<file path="config.mk">
export PLATFORM = sky130hd
export DESIGN_NAME = recov_mute_seq
export DESIGN_NICKNAME = d
export VERILOG_FILES = /design/src/rtl/recov_pkg.sv /design/src/rtl/recov_fsm.sv /design/src/rtl/recov_ramp.sv /design/src/rtl/recov_latch.sv /design/src/rtl/recov_outmux.sv /design/src/rtl/recov_mute_seq.sv
export SDC_FILE = /design/constraint.sdc
export NUM_CORES = 1
export LEC_CHECK = 0
export BUFFER_PORTS_ARGS = -buffer_cell sky130_fd_sc_hd__buf_2
export CELL_PAD_IN_SITES_DETAIL_PLACEMENT = 0
export CELL_PAD_IN_SITES_GLOBAL_PLACEMENT = 1
export CORE_ASPECT_RATIO = 0.7
export CORE_MARGIN = 2
export CORE_UTILIZATION = 35
export DETAILED_ROUTE_END_ITERATION = 7
export PLACE_DENSITY = 0.73
export SYNTH_ARGS = -nofsm -noshare
export SYNTH_HDL_FRONTEND = slang
export SYNTH_SLANG_ARGS = --single-unit
</file>
<file path="constraint.sdc">
create_clock -name clk -period 7.2 [get_ports clk]
set_clock_uncertainty 0.1 [all_clocks]
set_input_delay 0.72 -clock clk [delete_from_list [all_inputs] [get_ports clk]]
set_output_delay 0.72 -clock clk [all_outputs]
set_load 0.01 [all_outputs]
</file>
<file path="src/rtl/recov_pkg.sv">
package recov_pkg;

    typedef enum logic [2:0] {
        ST_RUN       = 3'd0,
        ST_HARD_MUTE = 3'd1,
        ST_REINIT    = 3'd2,
        ST_RAMP      = 3'd3,
        ST_LATCHED   = 3'd4
    } seq_state_t;

endpackage

</file>
<file path="src/rtl/recov_fsm.sv">
module recov_fsm
    import recov_pkg::*;
#(
    parameter int REINIT_CYCLES = 1024
) (
    input  logic       clk,
    input  logic       rst_n,
    input  logic       err_evt,
    input  logic       ramp_done,
    input  logic       latch_any,
    input  logic       recov_hold_n,
    output seq_state_t state,
    output logic       hold_cap,
    output logic       latch_load
);

    localparam int CNT_W = $clog2(REINIT_CYCLES + 1);
    localparam logic [CNT_W-1:0] CNT_LAST = CNT_W'(REINIT_CYCLES - 1);

    seq_state_t       nxt;
    logic [CNT_W-1:0] cnt;
    logic             reinit_end;

    assign reinit_end = (state == ST_REINIT) && (cnt == CNT_LAST);
    assign latch_load = reinit_end && !err_evt;

    // state register
    always_ff @(posedge clk or negedge rst_n) begin
        if (!rst_n) begin
            state <= ST_HARD_MUTE;
        end else begin
            state <= nxt;
        end
    end

    // next-state decision
    always_comb begin
        nxt = state;
        unique case (state)
            ST_RUN: begin
                if (err_evt) nxt = ST_HARD_MUTE;
            end
            ST_HARD_MUTE: begin
                if (!err_evt) nxt = ST_REINIT;
            end
            ST_REINIT: begin
                if (err_evt)         nxt = ST_HARD_MUTE;
                else if (reinit_end) nxt = ST_RAMP;
            end
            ST_RAMP: begin
                if (err_evt)        nxt = ST_HARD_MUTE;
                else if (ramp_done) nxt = latch_any ? ST_LATCHED : ST_RUN;
            end
            ST_LATCHED: begin
                if (err_evt)         nxt = ST_HARD_MUTE;
                else if (!latch_any) nxt = ST_RUN;
            end
            default: nxt = ST_HARD_MUTE;
        endcase
    end

    // re-initialisation counter
    always_ff @(posedge clk or negedge rst_n) begin
        if (!rst_n) begin
            cnt <= '0;
        end else if (state != ST_REINIT) begin
            cnt <= '0;
        end else begin
            cnt <= cnt + 1'b1;
        end
    end

    // recovery style captured at every edge that sees a fault
    always_ff @(posedge clk or negedge rst_n) begin
        if (!rst_n) begin
            hold_cap <= 1'b0;
        end else if (err_evt) begin
            hold_cap <= ~recov_hold_n;
        end
    end

    // REINIT is only entered from HARD_MUTE once faults are gone
    a_r3_reinit_from_mute: assert property (@(posedge clk) disable iff (!rst_n)
        (state == ST_REINIT && $past(state) != ST_REINIT)
            |-> ($past(state) == ST_HARD_MUTE && !$past(err_evt)));

    // a fault during recovery aborts it at the next edge
    a_r6_fault_aborts: assert property (@(posedge clk) disable iff (!rst_n)
        (err_evt && (state == ST_REINIT || state == ST_RAMP || state == ST_LATCHED))
            |=> (state == ST_HARD_MUTE));

endmodule

</file>
<file path="src/rtl/recov_ramp.sv">
module recov_ramp #(
    parameter int VOL_W       = 8,
    parameter int STEPS       = 256,
    parameter int RAMP_CYCLES = 2560
) (
    input  logic             clk,
    input  logic             rst_n,
    input  logic             run,
    input  logic [VOL_W-1:0] target,
    output logic [VOL_W-1:0] scale,
    output logic             done
);

    localparam int STEP_CYC = (RAMP_CYCLES / STEPS > 0) ? (RAMP_CYCLES / STEPS) : 1;
    localparam int K_W      = $clog2(STEPS + 1);
    localparam int D_W      = (STEP_CYC > 1) ? $clog2(STEP_CYC) : 1;
    localparam int P_W      = VOL_W + K_W;

    logic [K_W-1:0] k;
    logic [D_W-1:0] div;
    logic           tick;
    logic [P_W-1:0] prod;
    logic [P_W-1:0] quot;

    assign tick = (div == D_W'(STEP_CYC - 1));
    assign done = (k == K_W'(STEPS));

    always_ff @(posedge clk or negedge rst_n) begin
        if (!rst_n) begin
            k   <= '0;
            div <= '0;
        end else if (!run) begin
            k   <= '0;
            div <= '0;
        end else if (!done) begin
            if (tick) begin
                div <= '0;
                k   <= k + 1'b1;
            end else begin
                div <= div + 1'b1;
            end
        end
    end

    assign prod  = P_W'(target) * P_W'(k);
    assign quot  = prod / P_W'(STEPS);
    assign scale = quot[VOL_W-1:0];

    // the ramp never passes the programmed level
    a_r4_no_overshoot: assert property (@(posedge clk) disable iff (!rst_n)
        run |-> (scale <= target));

    // with a steady target the scale only climbs
    a_r4_monotonic: assert property (@(posedge clk) disable iff (!rst_n)
        (run && $past(run) && $stable(target)) |-> (scale >= $past(scale)));

endmodule

</file>
<file path="src/rtl/recov_latch.sv">
module recov_latch #(
    parameter int NUM_CH = 6
) (
    input  logic              clk,
    input  logic              rst_n,
    input  logic              clear,
    input  logic              load,
    input  logic              hold_cap,
    input  logic [NUM_CH-1:0] bypass_eff,
    input  logic [NUM_CH-1:0] mute_req,
    output logic [NUM_CH-1:0] latched,
    output logic              latch_any
);

    for (genvar i = 0; i < NUM_CH; i++) begin : g_ch
        logic lat_q;
        logic seen_q;

        always_ff @(posedge clk or negedge rst_n) begin
            if (!rst_n) begin
                lat_q  <= 1'b0;
                seen_q <= 1'b0;
            end else if (clear) begin
                lat_q  <= 1'b0;
                seen_q <= 1'b0;
            end else if (load) begin
                lat_q  <= hold_cap & ~bypass_eff[i];
                seen_q <= 1'b0;
            end else if (lat_q) begin
                if (mute_req[i]) begin
                    seen_q <= 1'b1;
                end else if (seen_q) begin
                    lat_q  <= 1'b0;
                    seen_q <= 1'b0;
                end
            end
        end

        assign latched[i] = lat_q;

        // a latch is dropped only after a raise-then-release of the mute request
        a_r8_release_needs_cycle: assert property (@(posedge clk) disable iff (!rst_n)
            ($fell(lat_q) && !$past(clear) && !$past(load))
                |-> ($past(seen_q) && !$past(mute_req[i])));
    end

    assign latch_any = |latched;

endmodule

</file>
<file path="src/rtl/recov_outmux.sv">
module recov_outmux
    import recov_pkg::*;
#(
    parameter int NUM_CH = 6,
    parameter int VOL_W  = 8
) (
    input  seq_state_t        state,
    input  logic [NUM_CH-1:0] mod_p,
    input  logic [NUM_CH-1:0] mod_m,
    input  logic [VOL_W-1:0]  ramp_scale,
    input  logic [VOL_W-1:0]  target,
    input  logic [NUM_CH-1:0] mute_req,
    input  logic [NUM_CH-1:0] latched,
    output logic [NUM_CH-1:0] pwm_p,
    output logic [NUM_CH-1:0] pwm_m,
    output logic [NUM_CH-1:0] ch_valid,
    output logic [NUM_CH-1:0] ch_zero,
    output logic [VOL_W-1:0]  vol_scale,
    output logic              proc_hold,
    output logic              dp_reset,
    output logic              bus_block
);

    always_comb begin
        pwm_p     = '0;
        pwm_m     = '1;
        ch_valid  = '0;
        ch_zero   = '1;
        vol_scale = '0;
        proc_hold = 1'b1;
        dp_reset  = 1'b1;
        bus_block = 1'b1;
        unique case (state)
            ST_HARD_MUTE: begin
                dp_reset = 1'b1;
            end
            ST_REINIT: begin
                dp_reset = 1'b0;
            end
            ST_RAMP: begin
                pwm_p     = mod_p;
                pwm_m     = mod_m;
                ch_valid  = '1;
                ch_zero   = latched | mute_req;
                vol_scale = ramp_scale;
                proc_hold = 1'b0;
                dp_reset  = 1'b0;
                bus_block = 1'b0;
            end
            ST_LATCHED: begin
                pwm_p     = mod_p;
                pwm_m     = mod_m;
                ch_valid  = '1;
                ch_zero   = latched | mute_req;
                vol_scale = target;
                proc_hold = 1'b0;
                dp_reset  = 1'b0;
                bus_block = 1'b0;
            end
            ST_RUN: begin
                pwm_p     = mod_p;
                pwm_m     = mod_m;
                ch_valid  = '1;
                ch_zero   = mute_req;
                vol_scale = target;
                proc_hold = 1'b0;
                dp_reset  = 1'b0;
                bus_block = 1'b0;
            end
            default: begin
                dp_reset = 1'b1;
            end
        endcase
    end

endmodule

</file>
<file path="src/rtl/recov_mute_seq.sv">
module recov_mute_seq
    import recov_pkg::*;
#(
    parameter int NUM_CH        = 6,
    parameter int VOL_W         = 8,
    parameter int REINIT_CYCLES = 1024,
    parameter int RAMP_STEPS    = 256,
    parameter int RAMP_CYCLES   = 2560
) (
    input  logic              clk,
    input  logic              rst_n,
    input  logic              clk_err,
    input  logic              rate_chg,
    input  logic              fmt_chg,
    input  logic              recov_hold_n,
    input  logic              mute_n,
    input  logic              glob_mute,
    input  logic [NUM_CH-1:0] ch_mute,
    input  logic              bypass_arm,
    input  logic [NUM_CH-1:0] bypass_mask,
    input  logic [VOL_W-1:0]  target_vol,
    input  logic [NUM_CH-1:0] mod_p,
    input  logic [NUM_CH-1:0] mod_m,
    output logic [NUM_CH-1:0] pwm_p,
    output logic [NUM_CH-1:0] pwm_m,
    output logic [NUM_CH-1:0] ch_valid,
    output logic [NUM_CH-1:0] ch_zero,
    output logic [VOL_W-1:0]  vol_scale,
    output logic              proc_hold,
    output logic              dp_reset,
    output logic              bus_block
);

    seq_state_t        state;
    logic              err_evt;
    logic              hold_cap;
    logic              latch_load;
    logic              ramp_done;
    logic              latch_any;
    logic [VOL_W-1:0]  ramp_scale;
    logic [NUM_CH-1:0] mute_req;
    logic [NUM_CH-1:0] bypass_eff;
    logic [NUM_CH-1:0] latched;

    assign err_evt    = clk_err | rate_chg | fmt_chg;
    assign mute_req   = ch_mute | {NUM_CH{~mute_n | glob_mute}};
    assign bypass_eff = bypass_mask & {NUM_CH{bypass_arm}};

    recov_fsm #(
        .REINIT_CYCLES(REINIT_CYCLES)
    ) u_fsm (
        .clk         (clk),
        .rst_n       (rst_n),
        .err_evt     (err_evt),
        .ramp_done   (ramp_done),
        .latch_any   (latch_any),
        .recov_hold_n(recov_hold_n),
        .state       (state),
        .hold_cap    (hold_cap),
        .latch_load  (latch_load)
    );

    recov_ramp #(
        .VOL_W      (VOL_W),
        .STEPS      (RAMP_STEPS),
        .RAMP_CYCLES(RAMP_CYCLES)
    ) u_ramp (
        .clk   (clk),
        .rst_n (rst_n),
        .run   (state == ST_RAMP),
        .target(target_vol),
        .scale (ramp_scale),
        .done  (ramp_done)
    );

    recov_latch #(
        .NUM_CH(NUM_CH)
    ) u_latch (
        .clk       (clk),
        .rst_n     (rst_n),
        .clear     (state == ST_HARD_MUTE),
        .load      (latch_load),
        .hold_cap  (hold_cap),
        .bypass_eff(bypass_eff),
        .mute_req  (mute_req),
        .latched   (latched),
        .latch_any (latch_any)
    );

    recov_outmux #(
        .NUM_CH(NUM_CH),
        .VOL_W (VOL_W)
    ) u_out (
        .state     (state),
        .mod_p     (mod_p),
        .mod_m     (mod_m),
        .ramp_scale(ramp_scale),
        .target    (target_vol),
        .mute_req  (mute_req),
        .latched   (latched),
        .pwm_p     (pwm_p),
        .pwm_m     (pwm_m),
        .ch_valid  (ch_valid),
        .ch_zero   (ch_zero),
        .vol_scale (vol_scale),
        .proc_hold (proc_hold),
        .dp_reset  (dp_reset),
        .bus_block (bus_block)
    );

    // hard-mute pin levels while muted or re-initialising
    a_r1_hard_mute_levels: assert property (@(posedge clk) disable iff (!rst_n)
        (state == ST_HARD_MUTE || state == ST_REINIT)
            |-> (pwm_p == '0 && pwm_m == '1 && ch_valid == '0 && vol_scale == '0));

    // any fault source leads to hard mute with the bus held off
    a_r2_fault_enters_mute: assert property (@(posedge clk) disable iff (!rst_n)
        err_evt |=> (state == ST_HARD_MUTE && bus_block && proc_hold));

    // the control bus is only blocked as a result of a fault
    a_r2_block_only_on_fault: assert property (@(posedge clk) disable iff (!rst_n)
        $rose(bus_block) |-> $past(err_evt));

    // a latched channel is always fully attenuated
    a_r7_latched_silent: assert property (@(posedge clk) disable iff (!rst_n)
        (latched & ~ch_zero) == '0);

    // an exempt channel is never latched at load time
    a_r9_exempt_not_latched: assert property (@(posedge clk) disable iff (!rst_n)
        $past(latch_load) |-> ((latched & $past(bypass_eff)) == '0));

endmodule

</file>
==> reports/metrics.cfg, run 1 <==
[timing]
finalHoldViolations = 0
rsz0062_at_grt = no
fmax_ghz = 0.173
setup-violations-final = 0
period_needed_ns = 5.77
worst_slack_ns = 1.43
finalCritPeriodShare_pct = 80.2
finalSetupTns_ns = 0
worst_slew_pin_slew_ns = 1.21
slew-limit-headroom_pct = 18.8
drv_slew = 0

[synthesis]
synth-seq-cells = 40
synth-main-ff-cell = dfrtp_1
async_reset_ff_share_pct = 100
yosysWarnings = 0
synth_area_mm2 = 0.00449
syn_inst = 516
ys_types = 59
synth_edf_count = 0
yosysSeqAreaShare_pct = 22.3
syn_avg_cell_area_um2 = 8.71
synth_nets = 634

[clock_tree]
cts_max_level = 2
cts.repair.resized = 0
hold_buffers = 0
clock_path_buffers = 2
cts_tree = done
worstSkewPairLatency_ns = 0.28
cts_root_buffer = clkbuf_16
clock-sinks = 40
clkTransAtPathRegs_ns = 0.06
cts_buffers = 5
post_cts.repair.setup_buffers = 0

[power]
switching_share_pct = 24.0
p_leak_uw = 0.00260
internal_power_uw = 410
p_clk_share_pct = 47.6
switchingPower_uw = 130
combPwrFrac_pct = 10.1
power_density_mw_per_mm2 = 106
power.share.sequential_pct = 42.3
ir_worst_vdd_uv = 93.4

[floorplan]
coreArea_mm2 = 0.0125
die_area_mm2 = 0.0138
ios = 76
initial_core_util_pct = 36.0
num_rows = 34
die_y_um = 98.8
dieWidth_um = 139

[setup_path]
r2r_slack_ns = 5.07
worstPathArrival_ns = 4.95
rr_endpoint = u_fsm.state[2]$_DFFE_PN0P_
critPathTopFamily = adder cells
criticalPathCategory = reg2out
endpoint_kind = output pin
path_common_cell = fa_1
worst-path-buf-inv = 3
reg2reg_depth = 6
cp.required_ns = 6.38
max_stage_delay_ns = 0.57
crit_slowest_cell = fa_1
cp_max_fo = 13
cp-start-kind = register
worstPathCellList = and2_1, fa_1, fa_1, fa_1, inv_1, fa_1, inv_1, ha_1, o21a_1, or2_1, o311a_1, or3_1, a32o_1, buf_2
rr_startpoint = u_ramp.k[1]$_DFFE_PN0P_

[route]
drt_iter0_drc = 162
routed_via_density = 4.97
firstDrtPassIters = 4
vias = 3656
drt_wl_total_um = 10400
post_drt_wl_per_cell_um = 14.2
postRouteAntennaNets = 0
drc = 0

[job]
drv_cap = 0

[global_routing]
use_met1_pct = 25.6
met3_usage_pct = 2.33
grtUsageTotal_pct = 16.2
grt_pass1_vias = 3718
met2_usage_pct = 24.2
grt_antenna_before_repair = 0
overflow = 0
busiest_layer = met1
grt_max_degree = 41
grt_pass1_wl_um = 18500

[placed_design]
dp_hpwl_um = 8020
io_buffers = 75
gp_congestion = 0.821
place_ws_ns = 1.51

[final_layout]
diodes = 0
nNetsFinal = 690
drive_above_1_share_pct = 19.0
syn2layout_area_growth_pct = 13.6

[status]
outcome = completed

[min_path]
hold_path.class = reg2reg
worstHoldEndpoint = u_fsm.cnt[0]$_DFF_PN0_
whs_path_depth = 1
worstHoldStart = u_fsm.cnt[0]$_DFF_PN0_

[cell usage in the layout (no fill, tap or decap), types with 8 or more instances in the layout]
cell type,netlist,layout
a211oi_1,8,8
a21oi_1,20,20
and2_1,51,51
buf_2,6,75
dfrtp_1,39,39
fa_1,40,40
ha_1,37,37
inv_1,58,58
nand2_1,47,47
nand3_1,22,22
nor2_1,45,45
nor3_1,8,8
o21ai_0,14,14
xor2_1,10,10
[flip-flops by register name, indices dropped and copies added (netlist names)]
register and cells:
u_fsm.cnt 11, u_fsm.hold_cap 1, u_fsm.state 3, u_latch.g_ch.lat_q 6
u_latch.g_ch.seen_q 6, u_ramp.div 4, u_ramp.k 9
[cells by family (layout without fill, tap and decap cells)]
logic type	count (synthesis)	in the layout	share of synthesized area [%]
XOR/XNOR	18	18	3.81
buffers and inverters	84	141	7.94
AO/OA/AOI/OAI	69	69	10.2
flip-flops	40	40	22.3
multiplexers	1	1	0.223
AND/OR/NAND/NOR	227	227	27.4
adder cells (fa/ha/maj)	77	77	28.1
[per-layer routing]
metal  vias to the layer above  part of all wire [%]
li1                       1805                     -
met1                      1770                    53
met2                        77                    43
met3                         4                   4.0
met4                         0                  0.50
met5                         -                     0
[power by group through the flow]
| stage | combinational (µW) | clock (µW) | sequential, µW |
|---|---|---|---|
| finish | 54.4 | 257 | 228 |
| global route | 61.6 | 276 | 229 |
| CTS | 55.9 | 264 | 228 |
| detailed placement | 55.7 | 0 | 232 |
| global placement | 54.7 | 0 | 232 |
| floorplan | 26.8 | 0 | 232 |
[worst reg2reg max path, delay by kind of cell, from the launching register on]
family / cells / cell delay (ns)
simple gates: 2 / 0.63
flops: 1 / 0.53
compound gates: 2 / 0.48
buf+inv: 1 / 0.17
fa+ha+maj: 1 / 0.16
[cell usage after synthesis, types with 10 or more instances]
| cell | count | share of area (%) |
|---|---|---|
| fa_1 | 40 | 18 |
| o21ai_0 | 14 | 1.6 |
| ha_1 | 37 | 10 |
| nand3_1 | 22 | 2.5 |
| clkbuf_1 | 12 | 1.0 |
| inv_1 | 58 | 4.8 |
| and2_1 | 51 | 7.1 |
| dfrtp_1 | 39 | 22 |
| a21oi_1 | 20 | 2.2 |
| xor2_1 | 10 | 1.9 |
| nor2_1 | 45 | 3.8 |
| nand2_1 | 47 | 3.9 |
[worst max-delay path by stage]
stage,startpoint,cells after the start,end,slack (ns)
after floorplan,target_vol[6],14,vol_scale[3],1.75
after global placement,target_vol[7],15,vol_scale[7],1.55
after detailed placement,target_vol[4],15,vol_scale[7],1.51
after CTS,u_ramp.k[3]$_DFFE_PN0P_,14,vol_scale[7],1.44
after global routing,u_ramp.k[3]$_DFFE_PN0P_,14,vol_scale[7],1.20
final,u_ramp.k[4]$_DFFE_PN0P_,14,vol_scale[3],1.43
[per-stage QoR]
stage / cells / total power [µW] / hold slack (ns) / utilization (%) / instance area, µm²
2_1_floorplan: 516 / 258 / 0.324 / - / 4490
3_3_place_gp: 727 / 287 / 0.371 / 39.6 / 4930
3_5_place_dp: 727 / 288 / 0.374 / 39.6 / 4930
4_1_cts: 735 / 548 / 0.386 / 40.9 / 5100
5_1_grt: 735 / 566 / 0.417 / 40.9 / 5100
6_report: 735 / 540 / 0.385 / 40.9 / 5100
[area by class of cell]
cell class / count / area (µm²)
clock buffers: 5 / 125
clock inverters: 3 / 46.3
fillers: 1258 / 7360
inverters: 58 / 218
multi-input cells: 392 / 3130
flip-flops and latches: 40 / 1000
well taps: 162 / 203
repair buffers: 75 / 375
Power figures use the tool's default switching activity.
==> inputs of run 2 (changes only) <==
--- a/config.mk
+++ b/config.mk
@@ -12,7 +12,7 @@
 export CORE_MARGIN = 2
 export CORE_UTILIZATION = 35
 export DETAILED_ROUTE_END_ITERATION = 7
-export PLACE_DENSITY = 0.73
+export PLACE_DENSITY = 0.76
 export SYNTH_ARGS = -nofsm -noshare
 export SYNTH_HDL_FRONTEND = slang
 export SYNTH_SLANG_ARGS = --single-unit
==> constraint.sdc (replaced) <==
create_clock -name clk -period 5.06 [get_ports clk]
set_clock_uncertainty 0.1 [all_clocks]
set_input_delay 0.506 -clock clk [delete_from_list [all_inputs] [get_ports clk]]
set_output_delay 0.506 -clock clk [all_outputs]
set_load 0.01 [all_outputs]
==> reports/metrics.cfg, run 2 (synthesized netlist as in run 1, its figures left out) <==
[status]
outcome = completed

[route]
routed_via_density = 4.85  ; -2.4%
vias = 3776  ; +3.3%
drc = 0  ; unchanged
drt_iter0_drc = 156  ; -3.7%
drt_wl_total_um = 10300  ; -0.63%
post_drt_wl_per_cell_um = 13.3  ; -6.1%
firstDrtPassIters = 4  ; unchanged
postRouteAntennaNets = 0  ; unchanged

[setup_path]
worst-path-buf-inv = 3  ; unchanged
endpoint_kind = output pin
crit_slowest_cell = fa_1
critPathTopFamily = adder cells
worstPathCellList = buf_6, nand2_1, fa_1, fa_1, inv_1, fa_1, fa_1, ha_4, a21oi_4, o21ai_4, o311a_1, or3_1, a32o_1, buf_2
cp_max_fo = 5  ; -8
reg2reg_depth = 6  ; unchanged
worstPathArrival_ns = 4.45  ; -0.50 ns
criticalPathCategory = reg2out
max_stage_delay_ns = 0.54  ; -0.03 ns
worstSetupPathDepth = 14  ; unchanged
cp.required_ns = 4.45  ; -1.93 ns
cp-start-kind = register
path_common_cell = fa_1

[placed_design]
dp_hpwl_um = 8300  ; +3.4%
gp_congestion = 0.814  ; -0.83%
io_buffers = 75  ; unchanged
placed_area_mm2 = 0.00518  ; +5.0%

[global_routing]
met2_usage_pct = 24.8  ; +0.57 points
grt_pass1_vias = 3707  ; -0.30%
grtUsageTotal_pct = 15.7  ; -0.54 points
met3_usage_pct = 1.99  ; -0.34 points
grt_antenna_before_repair = 0  ; unchanged
overflow = 0  ; unchanged
grt_max_degree = 41  ; unchanged
grt_pass1_wl_um = 17800  ; -3.7%
busiest_layer = met2
use_met1_pct = 23.5  ; -2.1 points

[floorplan]
coreArea_mm2 = 0.0125  ; unchanged
die_area_mm2 = 0.0138  ; unchanged
dieWidth_um = 139  ; unchanged
num_rows = 34  ; unchanged
initial_core_util_pct = 36.0  ; unchanged
die_y_um = 98.8  ; unchanged
ios = 76  ; unchanged

[final_layout]
diodes = 0  ; unchanged
syn2layout_area_growth_pct = 24.7
largest_register_ffs = 11  ; unchanged
layout_commonest_cell = buf_2
finish.utilization_pct = 44.9  ; +4.0 points
drive_above_1_share_pct = 31.0  ; +12 points
top_register = u_fsm.cnt
layout_common_cells = 74 x buf_2, 52 x inv_1, 45 x nor2_1
postLayoutCellArea_mm2 = 0.00560  ; +9.8%
largestRegisters = u_fsm.cnt (11), u_ramp.k (9)
fillers = 1235  ; -1.8%
nNetsFinal = 733  ; +6.2%

[timing]
setup-violations-final = 0  ; unchanged
fmax_ghz = 0.198
slew-limit-headroom_pct = 25.6  ; +6.9 points
finalCritPeriodShare_pct = 99.9
drv_slew = 0  ; unchanged
finalHoldViolations = 0  ; unchanged
rsz0062_at_grt = yes
period_needed_ns = 5.06
worst_slew_pin_slew_ns = 1.11  ; -0.103 ns

[clock_tree]
worstSkewPairLatency_ns = 0.28  ; about the same
cts_buffers = 5  ; unchanged
hold_buffers = 0  ; unchanged
cts_tree = done
clock_path_buffers = 2  ; unchanged
cts_max_level = 2  ; unchanged
clock-sinks = 40  ; unchanged
cts_root_buffer = clkbuf_16
clkTransAtPathRegs_ns = 0.06  ; about the same

[job]
drv_cap = 0  ; unchanged

[power]
ir_worst_vdd_uv = 131  ; +40%
p_leak_uw = 0.00282  ; +8.6%
power_density_mw_per_mm2 = 129  ; +22%

[min_path]
hold_path.class = in2async

## run 2: cell count changes in the layout (fill, tap and decap cells not counted), moves of 6 or more
cell	delta
inv_1	-6
ha_1	-7
buf_6	+7
and2_1	-12
inv_2	+6
buf_4	+37
ha_4	+6
and2_4	+12
## run 2: repair_timing
action	in CTS	in global routing
hold endpoints to repair	0	0
pin swaps	40	30
endpoints found under the setup margin	7	8
gates resized for setup	37	15
setup buffers	7	3
gates cloned	0	0
## run 2: worst reg2reg max path, cell delays in order (launching register included)
cell,delay (ns)
dfrtp_1,0.40
buf_4,0.16
buf_4,0.16
nor4b_2,0.51
nand2_1,0.25
o31ai_1,0.28
o311a_1,0.20
## run 2: routing by layer
layer / share of wire (%) / up-vias
li1: - / 1887
met1: 52 / 1803
met2: 44 / 79
met3: 3.4 / 7
met4: 0.70 / 0
met5: 0 / -
## run 2: layout make-up
class | instances | area [µm²] | share of cell area, %
Multi-Input combinational cell | 392 | 3300 | 58.9
Sequential cell | 40 | 1010 | 18.0
Timing Repair Buffer | 118 | 727 | 13.0
Inverter | 58 | 218 | 3.89
Tap cell | 162 | 203 | 3.62
Clock buffer | 6 | 139 | 2.48
Clock inverter | 2 | 10.0 | 0.179
## run 2: report_power, final
part	internal (µW)	leakage, µW	switching [µW]	total [µW]
combinational	31.3	0.00220	49.8	81.2
clock	194	0.0000766	123	317
sequential	322	0.000548	3.10	325
total	547	0.00282	176	723
## run 2: worst paths after layout
| path | startpoint | slack, ns | end |
|---|---|---|---|
| max | u_ramp.k[3]$_DFFE_PN0P_ | 0.003 | vol_scale[3] |
| min | rst_n | 0.25 | u_fsm.cnt[6]$_DFF_PN0_ |
| max reg2reg | u_ramp.k[7]$_DFFE_PN0P_ | 2.95 | u_fsm.state[2]$_DFFE_PN0P_ |
| min reg2reg | u_fsm.cnt[0]$_DFF_PN0_ | 0.38 | u_fsm.cnt[0]$_DFF_PN0_ |
| max in group asynchronous | rst_n | 3.98 | u_ramp.k[6]$_DFFE_PN0P_ |
| min in group clk | recov_hold_n | 0.32 | u_fsm.hold_cap$_DFFE_PN0P_ |
## run 2: stage by stage
stage / hold slack (ns) / setup WS, ns / std cells / TNS (ns) / power [µW]
floorplan: 0.110 / 0.0421 / 516 / 0 / 368
global placement: 0.368 / -0.105 / 760 / -0.248 / 411
detailed placement: 0.379 / -0.175 / 760 / -0.493 / 412
CTS: 0.294 / -0.0237 / 775 / -0.0443 / 730
global route: 0.324 / -0.133 / 778 / -0.452 / 754
finish: 0.252 / 0.00298 / 778 / 0 / 723
==> inputs of run 3 (changes only) <==
--- a/config.mk
+++ b/config.mk
@@ -12,7 +12,7 @@
 export CORE_MARGIN = 2
 export CORE_UTILIZATION = 35
 export DETAILED_ROUTE_END_ITERATION = 7
-export PLACE_DENSITY = 0.76
+export PLACE_DENSITY = 0.75
 export SYNTH_ARGS = -nofsm -noshare
 export SYNTH_HDL_FRONTEND = slang
 export SYNTH_SLANG_ARGS = --single-unit
==> reports/metrics.cfg, run 3 (synthesized netlist as in run 1, its figures left out) <==
[status]
outcome = finished, violations left
violations = negative setup slack

[power]
power_density_mw_per_mm2 = 130  ; +0.36%
p_leak_uw = 0.00282  ; about the same
ir_worst_vdd_uv = 128  ; -2.7%
total_power_uw = 734  ; +1.5%

[floorplan]
die_y_um = 98.8  ; unchanged
die_area_mm2 = 0.0138  ; unchanged
dieWidth_um = 139  ; unchanged
initial_core_util_pct = 36.0  ; unchanged
coreArea_mm2 = 0.0125  ; unchanged
ios = 76  ; unchanged
num_rows = 34  ; unchanged

[clock_tree]
cts_buffers = 5  ; unchanged
clock_path_buffers = 2  ; unchanged
cts_tree = done
clkTransAtPathRegs_ns = 0.06  ; about the same
cts_root_buffer = clkbuf_16
cts_max_level = 2  ; unchanged
worstSkewPairLatency_ns = 0.28  ; about the same
hold_buffers = 0  ; unchanged
clock-sinks = 40  ; unchanged

[timing]
period_needed_ns = 5.09  ; +0.0361 ns
finalSetupTns_ns = -0.0472  ; -0.0472 ns
slew-limit-headroom_pct = 29.0  ; +3.4 points
finalCritPeriodShare_pct = 101  ; +0.71 points
setup-violations-final = 2  ; +2
finalHoldViolations = 0  ; unchanged
drv_slew = 0  ; unchanged
fmax_ghz = 0.196  ; -0.71%
worst_slew_pin_slew_ns = 1.06  ; -0.0503 ns
worst_slack_ns = -0.0331  ; -0.0361 ns
rsz0062_at_grt = yes

[global_routing]
grt_pass1_wl_um = 19100  ; +6.9%
grt_pass1_vias = 4045  ; +9.1%
grt_antenna_before_repair = 0  ; unchanged
grt_max_degree = 41  ; unchanged
overflow = 0  ; unchanged
grtUsageTotal_pct = 16.6  ; +0.92 points

[final_layout]
postLayoutCellArea_mm2 = 0.00567  ; +1.1%
finish.utilization_pct = 45.5  ; +0.51 points
top_register = u_fsm.cnt
largest_register_ffs = 11  ; unchanged
layout_common_cells = 75 x buf_2, 52 x inv_1, 45 x nand2_1, 45 x nor2_1, 41 x buf_4
layout_commonest_cell = buf_2
syn2layout_area_growth_pct = 26.1
nNetsFinal = 736  ; +0.41%
drive_above_1_share_pct = 31.7  ; +0.66 points
diodes = 0  ; unchanged
fin_cells = 781  ; +0.39%
largestRegisters = u_fsm.cnt (11), u_ramp.k (9)

[route]
postRouteAntennaNets = 0  ; unchanged
post_drt_wl_per_cell_um = 14.0  ; +5.5%
routed_via_density = 4.93  ; +1.5%
vias = 3849  ; +1.9%
drt_wl_total_um = 11000  ; +5.9%
firstDrtPassIters = 5  ; +1
drt_iter0_drc = 157  ; +0.64%
drc = 0  ; unchanged

[placed_design]
placed_area_mm2 = 0.00518  ; unchanged
numPlacedInstances = 760  ; unchanged
gp_congestion = 0.822  ; +1.0%
io_buffers = 75  ; unchanged
dp_hpwl_um = 8650  ; +4.3%

[setup_path]
endpoint_kind = output pin
cp.required_ns = 4.45  ; about the same
cp-start-kind = register
reg2reg_depth = 6  ; unchanged
worstPathArrival_ns = 4.49  ; +0.04 ns
cp_max_fo = 6  ; +1
criticalPathCategory = reg2out

[job]
drv_cap = 0  ; unchanged

[min_path]
hold_path.class = in2async

-- run 3: area by class of cell --
| class | count | area (µm²) |
|---|---|---|
| multi-input combinational | 392 | 3340 |
| clock buffer | 8 | 156 |
| sequential | 40 | 1010 |
| inverter | 58 | 218 |
| fill | 1208 | 6800 |
| tap | 162 | 203 |
| timing repair buffer | 121 | 739 |
-- run 3: what timing repair did --
item,CTS,global route
gates resized for setup,38,17
endpoints found under the setup margin,7,7
cloned,0,0
pin swaps,44,39
buffers inserted,10,3
endpoints found under the hold margin,0,0
-- run 3: metrics by stage --
stage	hold WS, ns	setup WS (ns)
2_1_floorplan	0.110	0.0421
3_3_place_gp	0.368	-0.116
3_5_place_dp	0.381	-0.143
4_1_cts	0.285	-0.0994
5_1_grt	0.330	-0.154
6_report	0.249	-0.0331
-- run 3: worst max-delay path: stages (launching register included) --
cell	delay [ns]
dfrtp_2	0.47
and2_4	0.17
fa_1	0.56
fa_2	0.46
fa_1	0.51
inv_2	0.05
fa_1	0.52
inv_2	0.05
ha_4	0.21
o21a_1	0.18
or2_1	0.23
o311a_1	0.12
or3_1	0.30
a32o_1	0.25
buf_2	0.13
-- run 3: per-layer routing --
layer	track usage, %	vias to the layer above	wire [µm]
li1	-	1900	-
met3	3.06	6	430
met5	0	-	0
met2	27.0	79	4930
met1	23.8	1864	5550
met4	2.41	0	46
-- run 3: path summary, 6_finish.rpt --
path	start	end	slack [ns]
worst min-delay path	rst_n	u_fsm.cnt[8]$_DFF_PN0_	0.25
worst min register to register	u_fsm.cnt[0]$_DFF_PN0_	u_fsm.cnt[0]$_DFF_PN0_	0.38
worst max register to register	u_ramp.k[7]$_DFFE_PN0P_	u_fsm.state[2]$_DFFE_PN0P_	2.87
max in group asynchronous	rst_n	u_ramp.k[6]$_DFFE_PN0P_	4.00
min in group clk	recov_hold_n	u_fsm.hold_cap$_DFFE_PN0P_	0.31
worst max-delay path	u_ramp.k[4]$_DFFE_PN0P_	vol_scale[3]	-0.03
-- run 3: power by group --
part | switching (µW) | internal [µW] | total [µW]
Combinational | 50.4 | 31.5 | 81.9
Sequential | 3.08 | 322 | 325
Clock | 117 | 210 | 327
Total | 171 | 563 | 734
